### src/rtl/wram_gate_pkg.sv
package wram_gate_pkg;
    // array offset width and low-window width
    localparam int OFS_W    = 17;
    localparam int MIRROR_W = 13;
    // B-bus register block: four consecutive addresses starting at the gate
    localparam logic [7:0] B_GATE_ADDR = 8'h80;
    localparam logic [1:0] SEL_GATE    = 2'd0;
    localparam logic [1:0] SEL_LO      = 2'd1;
    localparam logic [1:0] SEL_MID     = 2'd2;
    localparam logic [1:0] SEL_HI      = 2'd3;

    typedef struct packed {
        logic b_wait;
        logic a_rv;
        logic b_rv;
    } arb_state_t;
endpackage

### src/rtl/wram_gate_adec.sv
module wram_gate_adec #(
    parameter int OFS_W    = wram_gate_pkg::OFS_W,
    parameter int MIRROR_W = wram_gate_pkg::MIRROR_W
) (
    input  logic             req,
    input  logic [23:0]      addr,
    output logic             hit,
    output logic             mirror,
    output logic [OFS_W-1:0] ofs
);
    logic [7:0] bank;
    logic       direct;

    always_comb begin
        bank   = addr[23:16];
        direct = (bank[7:1] == 7'h3F);
        mirror = !bank[6] && (addr[15:MIRROR_W] == '0);
        ofs    = '0;
        if (direct) begin
            ofs = OFS_W'({bank[0], addr[15:0]});
        end else if (mirror) begin
            ofs[MIRROR_W-1:0] = addr[MIRROR_W-1:0];
        end
        hit = req && (direct || mirror);
    end
endmodule

### src/rtl/wram_gate_ptr.sv
module wram_gate_ptr #(
    parameter int OFS_W = wram_gate_pkg::OFS_W
) (
    input  logic             clk,
    input  logic             rst_n,
    input  logic             wr_en,
    input  logic [1:0]       sel,
    input  logic [7:0]       wdata,
    input  logic             step,
    output logic [OFS_W-1:0] ptr
);
    import wram_gate_pkg::*;
    localparam int HI_W = OFS_W - 16;

    typedef struct packed {
        logic [OFS_W-1:0] ptr;
    } ptr_state_t;

    ptr_state_t st_d, st_q;

    always_comb begin
        st_d = st_q;
        if (step) begin
            st_d.ptr = st_q.ptr + 1'b1;
        end else if (wr_en) begin
            case (sel)
                SEL_LO:  st_d.ptr[7:0]         = wdata;
                SEL_MID: st_d.ptr[15:8]        = wdata;
                SEL_HI:  st_d.ptr[OFS_W-1:16]  = wdata[HI_W-1:0];
                default: ;
            endcase
        end
    end

    always_ff @(posedge clk) begin
        if (!rst_n) st_q <= '0;
        else        st_q <= st_d;
    end

    assign ptr = st_q.ptr;

    a_r6_ptr_step: assert property (@(posedge clk) disable iff (!rst_n)
        step |=> ptr == OFS_W'($past(ptr) + 1'b1));
    a_r5_lo_load: assert property (@(posedge clk) disable iff (!rst_n)
        (wr_en && !step && sel == SEL_LO) |=>
            (ptr[7:0] == $past(wdata) && ptr[OFS_W-1:8] == $past(ptr[OFS_W-1:8])));
    a_r7_ptr_hold: assert property (@(posedge clk) disable iff (!rst_n)
        (!wr_en && !step) |=> $stable(ptr));
endmodule

### src/rtl/wram_gate_arb.sv
module wram_gate_arb (
    input  logic clk,
    input  logic rst_n,
    input  logic a_hit,
    input  logic a_we,
    input  logic b_port,
    input  logic b_we,
    output logic a_grant,
    output logic b_grant,
    output logic a_rvalid,
    output logic b_rvalid
);
    import wram_gate_pkg::*;

    arb_state_t st_d, st_q;

    always_comb begin
        b_grant     = b_port && (!a_hit || st_q.b_wait);
        a_grant     = a_hit && !b_grant;
        st_d.b_wait = b_port && !b_grant;
        st_d.a_rv   = a_grant && !a_we;
        st_d.b_rv   = b_grant && !b_we;
    end

    always_ff @(posedge clk) begin
        if (!rst_n) st_q <= '0;
        else        st_q <= st_d;
    end

    assign a_rvalid = st_q.a_rv;
    assign b_rvalid = st_q.b_rv;

    a_r8_b_next: assert property (@(posedge clk) disable iff (!rst_n)
        (b_port && !b_grant) |=> (!b_port || b_grant));
    a_r9_a_rvalid: assert property (@(posedge clk) disable iff (!rst_n)
        (a_grant && !a_we) |=> a_rvalid);
    a_r8_single_owner: assert property (@(posedge clk) disable iff (!rst_n)
        (a_hit && b_port) |-> (a_grant != b_grant));
endmodule

### src/rtl/wram_gate.sv
module wram_gate #(
    parameter int OFS_W    = wram_gate_pkg::OFS_W,
    parameter int MIRROR_W = wram_gate_pkg::MIRROR_W
) (
    input  logic             clk,
    input  logic             rst_n,
    input  logic             a_req,
    input  logic             a_we,
    input  logic [23:0]      a_addr,
    input  logic [7:0]       a_wdata,
    output logic             a_ack,
    output logic             a_rvalid,
    output logic [7:0]       a_rdata,
    input  logic             b_req,
    input  logic             b_we,
    input  logic [7:0]       b_addr,
    input  logic [7:0]       b_wdata,
    output logic             b_ack,
    output logic             b_rvalid,
    output logic [7:0]       b_rdata,
    output logic             ram_en,
    output logic             ram_we,
    output logic [OFS_W-1:0] ram_addr,
    output logic [7:0]       ram_wdata,
    input  logic [7:0]       ram_rdata
);
    import wram_gate_pkg::*;

    logic             a_hit, a_mirror;
    logic [OFS_W-1:0] a_ofs;
    logic             b_in_blk, b_port, preg_wr;
    logic             a_grant, b_grant;
    logic [OFS_W-1:0] ptr;

    wram_gate_adec #(.OFS_W(OFS_W), .MIRROR_W(MIRROR_W)) adec_i (
        .req(a_req), .addr(a_addr), .hit(a_hit), .mirror(a_mirror), .ofs(a_ofs)
    );

    always_comb begin
        b_in_blk = b_req && (b_addr[7:2] == B_GATE_ADDR[7:2]);
        b_port   = b_in_blk && (b_addr[1:0] == SEL_GATE);
        preg_wr  = b_in_blk && (b_addr[1:0] != SEL_GATE) && b_we;
    end

    wram_gate_arb arb_i (
        .clk(clk), .rst_n(rst_n),
        .a_hit(a_hit), .a_we(a_we), .b_port(b_port), .b_we(b_we),
        .a_grant(a_grant), .b_grant(b_grant),
        .a_rvalid(a_rvalid), .b_rvalid(b_rvalid)
    );

    wram_gate_ptr #(.OFS_W(OFS_W)) ptr_i (
        .clk(clk), .rst_n(rst_n),
        .wr_en(preg_wr), .sel(b_addr[1:0]), .wdata(b_wdata),
        .step(b_grant), .ptr(ptr)
    );

    always_comb begin
        a_ack     = a_grant;
        b_ack     = b_port ? b_grant : b_in_blk;
        ram_en    = a_grant || b_grant;
        ram_we    = a_grant ? a_we : (b_grant && b_we);
        ram_addr  = a_grant ? a_ofs : ptr;
        ram_wdata = a_grant ? a_wdata : b_wdata;
    end

    assign a_rdata = ram_rdata;
    assign b_rdata = ram_rdata;

    a_r2_mirror_low: assert property (@(posedge clk) disable iff (!rst_n)
        (a_ack && a_mirror) |-> (ram_addr >> MIRROR_W) == '0);
    a_r3_ram_owner: assert property (@(posedge clk) disable iff (!rst_n)
        ram_en |-> (a_ack || b_ack));
    a_r5_preg_no_ram: assert property (@(posedge clk) disable iff (!rst_n)
        (b_req && b_addr[7:2] == B_GATE_ADDR[7:2] && b_addr[1:0] != SEL_GATE) |-> (ram_en == a_ack));
endmodule

### config.mk
export PLATFORM = sky130hd
export DESIGN_NAME = wram_gate
export DESIGN_NICKNAME = d
export VERILOG_FILES = /design/src/rtl/wram_gate_pkg.sv /design/src/rtl/wram_gate_adec.sv /design/src/rtl/wram_gate_ptr.sv /design/src/rtl/wram_gate_arb.sv /design/src/rtl/wram_gate.sv
export SDC_FILE = /design/constraint.sdc
export NUM_CORES = 1
export LEC_CHECK = 0
export BUFFER_PORTS_ARGS = -buffer_cell sky130_fd_sc_hd__buf_4
export CORE_MARGIN = 2
export CORE_UTILIZATION = 43
export CTS_CLUSTER_DIAMETER = 60
export CTS_CLUSTER_SIZE = 28
export DETAILED_ROUTE_END_ITERATION = 10
export GPL_ROUTABILITY_DRIVEN = 0
export PLACE_DENSITY = 0.88
export SLEW_MARGIN = 20
export SYNTH_ARGS = -nofsm -noshare
export SYNTH_HDL_FRONTEND = slang
export SYNTH_SLANG_ARGS = --single-unit
### constraint.sdc
create_clock -name clk -period 2 [get_ports clk]
set_input_delay 0.1 -clock clk [delete_from_list [all_inputs] [get_ports clk]]
set_output_delay 0.1 -clock clk [all_outputs]
set_load 0.02 [all_outputs]
==> results.json, run 1 <==
{
  "outcome": "finished with violations",
  "failed_checks": "negative hold slack",
  "worst_pin_slew_ps": 524,
  "antenna_left": 0,
  "yosys.area_share.simple_pct": 27.9,
  "synth_area_leaders": "dfxtp_1, mux2_1, buf_4",
  "yosys_register_bits": 20,
  "pre_cts_ws_ps": 150,
  "final-setup-viol-count": 0,
  "drt-total-wl_mm": 4.76,
  "hpwl_mm": 3.56,
  "num_vias": 1833,
  "hold_class": "input pin to register",
  "grt.met1_usage_pct": 25.9,
  "cts-root-buf": "clkbuf_8",
  "drv_slew": 0,
  "hp-start": "a_we",
  "finalNonFillerCells": 321,
  "setup_ws_ps": 153,
  "synth_edf_count": 0,
  "place_area_sq_um": 2210,
  "detail_route.iter0.violations": 92,
  "layout-drive-gt1-share_pct": 40.7,
  "synthXorXnorAreaFrac_pct": 0.522,
  "area_delta_synth_final_pct": 35.1,
  "final_hold_viol_count": 1,
  "grt_overflow": 0,
  "antenna_found_initial": 0,
  "cts_resized": 0,
  "clk_pin_slew_worst_paths_ps": 70,
  "final_area_sq_um": 2270,
  "fin_nets": 337,
  "via_per_inst": 5.71,
  "ys_seq_area_share_pct": 23.9,
  "drc": 0,
  "synthArstFlopShare_pct": 0,
  "syn-cell-area_sq_um": 1680,
  "irDropWorstVdd_mv": 0.209,
  "io_pins": 109,
  "whs_path_depth": 2,
  "p_per_area_nw_per_um2": 389,
  "timing.rr.end": "ptr_i.ptr[12]$_SDFFE_PN0P_",
  "synth_compound_area_share_pct": 20.3,
  "crit_chain": "buf_4 -> nor4b_1 -> and3_1 -> and2_4 -> a21oi_4 -> buf_4 -> mux2_1 -> buf_4",
  "slowest_delay_ps": 330,
  "rsz0062_at_grt": "false",
  "avgSynthCellArea_sq_um": 8.14,
  "cts_max_level": 1,
  "hold_buffers": 0,
  "synthFlopType": "dfxtp_1",
  "die_h_um": 66.4,
  "fill_cells": 349,
  "r2r_cells": 6,
  "wire_per_inst_um": 14.8,
  "path_common_cell": "buf_4",
  "critical_path_class": "input pin to primary output",
  "ff2ff_setup_slack_ps": 160,
  "clkSinkCount": 20,
  "synth_warnings": 0,
  "required_ps": 1900,
  "total_power_mw": 0.882,
  "cp.arrival_ps": 1750,
  "synth_nets": 269,
  "period_minus_slack_ps": 1850,
  "netlist.area_leader.share_pct": 23.9,
  "critPathSlowestCell": "mux2_1",
  "die_x_um": 66.4,
  "cp-end-kind": "primary output",
  "grt_pass1_wl_mm": 7.09,
  "portBuffers": 84,
  "cts_tree": "done",
  "core_sq_um": 3720,
  "fin_hold_ws_ps": -0.112,
  "muxShareOfSynthArea_pct": 12.8,
  "synth_top_family_by_area": "simple AND/OR/NAND/NOR gates",
  "drtPass1Iterations": 4,
  "holdPathEnd": "arb_i.a_rvalid$_SDFF_PN0_",
  "synth_cells": 206,
  "post-route-period-util_pct": 92.4,
  "reg2reg_from": "ptr_i.ptr[0]$_SDFFE_PN0P_",
  "grt_max_degree": 19,
  "row_count": 22,
  "ys_types": 49,
  "synth_top_area_cell": "dfxtp_1",
  "clock_path_buffers": 2,
  "cts_inserted_buffers": 3,
  "dieArea_sq_um": 4410,
  "floorplan.initialDensity_pct": 45.1,
  "cp_max_fo": 18,
  "grt_util_met3_pct": 2.04,
  "grt_pass1_vias": 1575,
  "grtUsageTotal_pct": 20.5,
  "diodes": 0,
  "place_inst": 317,
  "post_cts_buffers": 0,
  "setup_tns_ps": 0,
  "synth_common_cells": "nand2_1, dfxtp_1, buf_4",
  "max_freq_ghz": 0.541,
  "final_util_pct": 61.0,
  "maxSlewHeadroom_pct": 64.8,
  "finalClockSkew_ps": 1.43,
  "synthAdderAreaFrac_pct": 0.746,
  "maxCapViolations": 0,
  "synthMostInstantiatedCell": "nand2_1",
  "worstSetupStartpointType": "input pin",
  "top_usage_layer": "met2",
  "leakage_nw": 0.957,
  "clk_latency_ps": 260,
  "use_met2_pct": 36.0
}
[registers in the layout (all words and copies together) (netlist names)]
register,cells
arb_i.b_rvalid,1
ptr_i.ptr,17
arb_i.st_q,1
arb_i.a_rvalid,1
[worst max-delay path by stage]
stage	from	endpoint	slack, ps	cells past startpoint
2_1_floorplan	b_addr[3]	ram_addr[13]	220	8
3_3_place_gp	ptr_i.ptr[0]$_SDFFE_PN0P_	ptr_i.ptr[12]$_SDFFE_PN0P_	160	6
3_5_place_dp	ptr_i.ptr[0]$_SDFFE_PN0P_	ptr_i.ptr[12]$_SDFFE_PN0P_	150	6
4_1_cts	ptr_i.ptr[0]$_SDFFE_PN0P_	ptr_i.ptr[12]$_SDFFE_PN0P_	120	6
5_1_grt	ptr_i.ptr[0]$_SDFFE_PN0P_	ptr_i.ptr[12]$_SDFFE_PN0P_	30	6
6_report	b_addr[3]	ram_wdata[1]	150	8
[kinds of logic after synthesis]
logic type,after synthesis
simple gates,81
compound gates,48
xor+xnor,1
fa+ha+maj,1
mux,19
buf+inv,36
flops,20
[layout make-up]
| type | count | area [sq um] | share of cell area, % |
|---|---|---|---|
| Multi-Input combinational cell | 150 | 1040 | 46.1 |
| Sequential cell | 20 | 400 | 17.7 |
| Tap cell | 48 | 60.1 | 2.65 |
| Inverter | 10 | 37.5 | 1.66 |
| Timing Repair Buffer | 89 | 668 | 29.5 |
| Clock buffer | 4 | 55.1 | 2.43 |
[layer usage]
layer | wire length, um | vias to the layer above
met5 | 0 | -
met2 | 2330 | 89
met4 | 50 | 0
met1 | 1930 | 855
li1 | - | 878
met3 | 446 | 11
[power breakdown]
part / switching [mW] / internal (mW)
Clock: 0.136 / 0.175
Combinational: 0.0716 / 0.101
Sequential: 0.000432 / 0.398
Total: 0.208 / 0.674
[cells in the final DEF, fill, tap and decap left out, types with 2 or more instances in the layout]
cell type and count:
a21oi_1 7, a22o_1 2, a31oi_1 10, a32oi_1 5, and3_1 7, buf_4 89, clkbuf_8 4, dfxtp_1 20
inv_1 9, mux2_1 13, mux2_2 6, nand2_1 22, nand3_1 15, nand4_1 3, nand4b_1 3, nor2_1 5
nor2b_1 2, nor3_1 4, o211ai_1 5, o21ai_0 10, or3_1 7
[critical path, delay by kind of cell]
| family | cells | cell delay, ps |
|---|---|---|
| AO/OA/AOI/OAI | 1 | 70 |
| buffers and inverters | 3 | 480 |
| multiplexers | 1 | 330 |
| AND/OR/NAND/NOR | 3 | 760 |
(Power assumes the default switching activity.)
==> inputs of run 2 (changes only) <==
--- a/config.mk
+++ b/config.mk
@@ -7,12 +7,12 @@
 export LEC_CHECK = 0
 export BUFFER_PORTS_ARGS = -buffer_cell sky130_fd_sc_hd__buf_4
 export CORE_MARGIN = 2
-export CORE_UTILIZATION = 43
+export CORE_UTILIZATION = 45
 export CTS_CLUSTER_DIAMETER = 60
 export CTS_CLUSTER_SIZE = 28
 export DETAILED_ROUTE_END_ITERATION = 10
 export GPL_ROUTABILITY_DRIVEN = 0
-export PLACE_DENSITY = 0.88
+export PLACE_DENSITY = 0.92
 export SLEW_MARGIN = 20
 export SYNTH_ARGS = -nofsm -noshare
 export SYNTH_HDL_FRONTEND = slang
==> constraint.sdc (replaced) <==
create_clock -name clk -period 2.35 [get_ports clk]
set_input_delay 0.1175 -clock clk [delete_from_list [all_inputs] [get_ports clk]]
set_output_delay 0.1175 -clock clk [all_outputs]
set_load 0.02 [all_outputs]
==> run 2 against run 1 <==
Compared with the run above:
- power fell by 4.3%
- design area did not move
- routed wire length fell by 1.8%
- non-clock buffer count fell by 2
- register-to-register slack improved by 390 ps
- global-route usage rose by 2.3 points
- worst setup slack got worse by 8.2 ps
- the run now ends clean
- sequential share of layout area did not move
==> results.json, run 2 (synthesis gave the netlist of run 1 again) <==
{
  "outcome": "finished clean",
  "largest_reg_flops": 17,
  "floorplan.initialDensity_pct": 46.1,
  "required_ps": 2230,
  "clk_latency_ps": 270,
  "portBuffers": 84,
  "clk_pin_slew_worst_paths_ps": 80,
  "die_x_um": 65.0,
  "layout_commonest_cell": "buf_4",
  "whs_path_depth": 2,
  "maxCapViolations": 0,
  "finalClockSkew_ps": 10.5,
  "detail_route.iter0.violations": 61,
  "reg2reg_from": "ptr_i.ptr[0]$_SDFFE_PN0P_",
  "place_area_sq_um": 2190,
  "timing.rr.end": "ptr_i.ptr[12]$_SDFFE_PN0P_",
  "finalNonFillerCells": 319,
  "layout-drive-gt1-share_pct": 39.9,
  "cts_inserted_buffers": 3,
  "diodes": 0,
  "grt_pass1_vias": 1719,
  "final_area_sq_um": 2270,
  "critPathSlowestCell": "a21oi_4",
  "critical_path_class": "input pin to primary output",
  "die_h_um": 65.0,
  "total_power_mw": 0.844,
  "cts-root-buf": "clkbuf_8",
  "antenna_left": 0,
  "wire_per_inst_um": 14.6,
  "io_pins": 109,
  "dieArea_sq_um": 4230,
  "pre_cts_ws_ps": 117,
  "hpwl_mm": 3.55,
  "worstSetupStartpointType": "input pin",
  "via_per_inst": 5.71,
  "grtUsageTotal_pct": 22.8,
  "grt_pass1_wl_mm": 7.64,
  "hold_buffers": 0,
  "worst_pin_slew_ps": 893,
  "maxSlewHeadroom_pct": 40.3,
  "num_vias": 1820,
  "slowest_delay_ps": 720,
  "cp_max_fo": 35,
  "antenna_found_initial": 0,
  "place_inst": 315,
  "cts_tree": "done",
  "setup_tns_ps": 0,
  "grt_overflow": 0,
  "hold_class": "input pin to register",
  "path_common_cell": "buf_4",
  "drt-total-wl_mm": 4.67,
  "drv_slew": 0,
  "rsz0062_at_grt": "false",
  "leakage_nw": 0.954,
  "layout_common_cells": "buf_4, nand2_1, dfxtp_1",
  "p_per_area_nw_per_um2": 372,
  "drtPass1Iterations": 4,
  "cp.arrival_ps": 2090,
  "final_hold_viol_count": 0,
  "post_cts_buffers": 0,
  "holdPathEnd": "arb_i.a_rvalid$_SDFF_PN0_",
  "core_sq_um": 3630,
  "cts_max_level": 1,
  "clock_path_buffers": 2,
  "area_delta_synth_final_pct": 35.1,
  "max_freq_ghz": 0.453,
  "clkSinkCount": 20,
  "hp-start": "a_we",
  "r2r_cells": 6,
  "post-route-period-util_pct": 93.9,
  "grt_max_degree": 36,
  "period_minus_slack_ps": 2210,
  "drc": 0,
  "cp-end-kind": "primary output",
  "cts_resized": 0,
  "irDropWorstVdd_mv": 0.219,
  "row_count": 22,
  "final-setup-viol-count": 0,
  "ff2ff_setup_slack_ps": 550,
  "crit_chain": "buf_4 -> nor4b_1 -> and3_1 -> and2_4 -> a21oi_4 -> mux2_2 -> buf_4",
  "setup_ws_ps": 144,
  "fin_nets": 335
}
==> run 2: cell count changes in the layout (fill, tap and decap cells not counted), sizes merged <==
cell    before  now
buf         89   87
clkbuf       4    3
bufinv       0    1
==> run 2: worst max path at each step <==
stage                               to  cells after the start       from  slack (ps)
after CTS                  ram_addr[3]                      7  b_addr[7]         130
after global routing       ram_addr[3]                      7  b_addr[7]          10
after global placement     ram_addr[3]                      7  b_addr[7]         170
final                      ram_addr[3]                      7  b_addr[7]         140
after detailed placement   ram_addr[3]                      7  b_addr[7]         120
after floorplan           ram_addr[13]                      8  b_addr[3]         540
==> run 2: area by class of cell <==
type | count | area (sq um)
fill | 315 | 1370
clock buffer | 3 | 41.3
clock inverter | 1 | 30.0
sequential | 20 | 400
inverter | 10 | 37.5
tap | 48 | 60.1
multi-input combinational | 150 | 1040
timing repair buffer | 87 | 653
==> run 2: critical path, delay by kind of cell <==
kind	cells	cell delay (ps)
and+or+nand+nor	3	570
buffers and inverters	2	260
muxes	1	420
AOI/OAI and AO/OA	1	720
==> run 2: through the flow <==
stage / utilization, % / hold WS (ps)
2_1_floorplan: - / 194
3_3_place_gp: 60.4 / 235
3_5_place_dp: 60.4 / 235
4_1_cts: 62.4 / 18.9
5_1_grt: 62.4 / 29.2
6_report: 62.4 / 18.3
==> run 2: layer usage <==
| metal | up-vias | routed length (um) | part of all wire, % | global-route usage [%] |
|---|---|---|---|---|
| met1 | 833 | 1900 | 41 | 26.7 |
| met4 | 0 | 95 | 2.0 | 9.11 |
| li1 | 880 | - | - | - |
| met5 | - | 0 | 0 | 0 |
| met3 | 13 | 439 | 9.4 | 3.47 |
| met2 | 94 | 2240 | 48 | 41.4 |
==> run 2: power by group <==
part / leakage (nW) / switching [mW] / internal [mW] / total [mW]
Combinational: 0.757 / 0.0608 / 0.0847 / 0.145
Sequential: 0.161 / 0.000376 / 0.339 / 0.339
Clock: 0.0357 / 0.131 / 0.228 / 0.359
==> inputs of run 3 (changes only) <==
--- a/config.mk
+++ b/config.mk
@@ -6,13 +6,15 @@
 export NUM_CORES = 1
 export LEC_CHECK = 0
 export BUFFER_PORTS_ARGS = -buffer_cell sky130_fd_sc_hd__buf_4
+export CELL_PAD_IN_SITES_DETAIL_PLACEMENT = 0
+export CELL_PAD_IN_SITES_GLOBAL_PLACEMENT = 1
 export CORE_MARGIN = 2
-export CORE_UTILIZATION = 45
+export CORE_UTILIZATION = 31
 export CTS_CLUSTER_DIAMETER = 60
 export CTS_CLUSTER_SIZE = 28
 export DETAILED_ROUTE_END_ITERATION = 10
 export GPL_ROUTABILITY_DRIVEN = 0
-export PLACE_DENSITY = 0.92
+export PLACE_DENSITY = 0.93
 export SLEW_MARGIN = 20
 export SYNTH_ARGS = -nofsm -noshare
 export SYNTH_HDL_FRONTEND = slang
==> run 3 against run 2 <==
Compared with the run above:
- die area rose by 42%
- hold slack better by 1.1 ps
- sequential cell count is the same
- cell count up 6.9%
- global-route usage shrank 7.2 points
- routed wire length increased by 2.4%
- design area grew 0.22%
- register-to-register slack gained 40 ps
- core utilization fell by 18 points
- combinational power about the same
- critical path depth is the same
- critical endpoint is now ram_addr[4]
==> results.json, run 3 (synthesis gave the netlist of run 1 again) <==
{
  "outcome": "finished clean",
  "slowest_delay_ps": 750,
  "drc": 0,
  "area_delta_synth_final_pct": 35.4,
  "rsz0062_at_grt": "false",
  "io_pins": 109,
  "floorplan.initialDensity_pct": 32.4,
  "layout_common_cells": "buf_4, nand2_1, dfxtp_1",
  "antenna_left": 0,
  "fill_cells": 538,
  "grt_pass1_wl_mm": 7.65,
  "p_per_area_nw_per_um2": 316,
  "antenna_found_initial": 0,
  "required_ps": 2230,
  "whs_path_depth": 2,
  "max_freq_ghz": 0.463,
  "drtPass1Iterations": 4,
  "setup_tns_ps": 0,
  "dieArea_sq_um": 6010,
  "hpwl_mm": 3.61,
  "critPathSlowestCell": "a21oi_4",
  "post_cts_buffers": 0,
  "p_switching_mw": 0.180,
  "critPathBufInv": 2,
  "die_x_um": 77.5,
  "cp.arrival_ps": 2040,
  "fin_nets": 336,
  "detail_route.iter0.violations": 105,
  "path_common_cell": "buf_4",
  "timing.rr.end": "ptr_i.ptr[12]$_SDFFE_PN0P_",
  "leakage_nw": 0.945,
  "drt-total-wl_mm": 4.78,
  "clk_pin_slew_worst_paths_ps": 70,
  "row_count": 26,
  "cp_max_fo": 35,
  "largest_reg_flops": 17,
  "cts_inserted_buffers": 3,
  "holdPathEnd": "arb_i.a_rvalid$_SDFF_PN0_",
  "final_hold_viol_count": 0,
  "critical_path_class": "input pin to primary output",
  "clkSinkCount": 20,
  "clk_latency_ps": 260,
  "r2r_cells": 6,
  "grt_max_degree": 36,
  "place_area_sq_um": 2230,
  "core_sq_um": 5170,
  "layout-drive-gt1-share_pct": 39.9,
  "internal_power_mw": 0.538,
  "cts_resized": 0,
  "via_per_inst": 5.22,
  "worst_pin_slew_ps": 939,
  "drv_slew": 0,
  "reg2reg_from": "ptr_i.ptr[0]$_SDFFE_PN0P_",
  "clock_path_buffers": 2,
  "finalClockSkew_ps": 7.62,
  "final-setup-viol-count": 0,
  "cts_tree": "done",
  "grt_overflow": 0,
  "power_frac_clock_pct": 32.5,
  "wire_per_inst_um": 14.0,
  "die_h_um": 77.5,
  "crit_family": "compound AO/OA/AOI/OAI gates",
  "ff2ff_setup_slack_ps": 590,
  "num_vias": 1779,
  "p_sw_share_pct": 25.0,
  "period_minus_slack_ps": 2160,
  "maxCapViolations": 0,
  "portBuffers": 84,
  "grtUsageTotal_pct": 15.6,
  "seq_power_share_pct": 47.2,
  "diodes": 0,
  "combPwrFrac_pct": 20.3,
  "cp-end-kind": "primary output",
  "maxSlewHeadroom_pct": 37.3,
  "cts_max_level": 1,
  "hold_buffers": 0,
  "irDropWorstVdd_mv": 0.167,
  "cts-root-buf": "clkbuf_8",
  "post-route-period-util_pct": 91.8,
  "worstSetupStartpointType": "input pin",
  "hp-start": "a_we",
  "final_area_sq_um": 2270,
  "crit_chain": "buf_4 -> nor4b_1 -> and3_1 -> and2_4 -> a21oi_4 -> mux2_2 -> buf_4",
  "grt_pass1_vias": 1639,
  "hold_class": "input pin to register",
  "layout_commonest_cell": "buf_4"
}
run 3: area by class of cell:
| cell class | count | area (sq um) | share of cell area (%) |
|---|---|---|---|
| Inverter | 10 | 37.5 | 1.65 |
| Clock buffer | 3 | 41.3 | 1.82 |
| Multi-Input combinational cell | 150 | 1040 | 46.0 |
| Tap cell | 70 | 87.6 | 3.86 |
| Sequential cell | 20 | 400 | 17.6 |
| Timing Repair Buffer | 88 | 661 | 29.1 |
run 3: worst max-delay path by stage:
stage                     slack (ps)  cells past startpoint        from            to
after floorplan                  540                      8   b_addr[3]  ram_addr[13]
after global placement           190                      7   b_addr[7]  ram_wdata[7]
after detailed placement         150                      7   b_addr[7]   ram_addr[4]
after CTS                        130                      7   b_addr[7]   ram_addr[4]
after global routing               6                      6  a_addr[22]   ram_addr[4]
final                            190                      7   b_addr[7]   ram_addr[4]
run 3: per-layer routing:
layer	GRT usage, %	vias to the layer above	routed length, um
li1	-	879	-
met1	20.7	819	2030
met2	25.7	74	2230
met3	3.37	7	472
met4	4.11	0	48
met5	0	-	0
run 3: metrics by stage:
step / utilization, % / instances / power, mW / setup slack [ps] / hold slack (ps)
after global placement: 43.1 / 338 / 0.492 / 194 / 235
after global routing: 43.9 / 341 / 0.744 / 5.79 / 21.4
final: 43.9 / 341 / 0.718 / 192 / 19.4
after CTS: 43.9 / 341 / 0.723 / 133 / 17.0
after detailed placement: 43.1 / 338 / 0.494 / 150 / 235
after floorplan: - / 206 / 0.433 / 535 / 194
run 3: power groups by stage:
stage | clock network [mW] | logic, mW | registers, mW
2_1_floorplan | 0 | 0.0852 | 0.347
3_3_place_gp | 0 | 0.145 | 0.347
3_5_place_dp | 0 | 0.147 | 0.347
4_1_cts | 0.236 | 0.147 | 0.339
5_1_grt | 0.249 | 0.156 | 0.339
6_report | 0.233 | 0.146 | 0.339
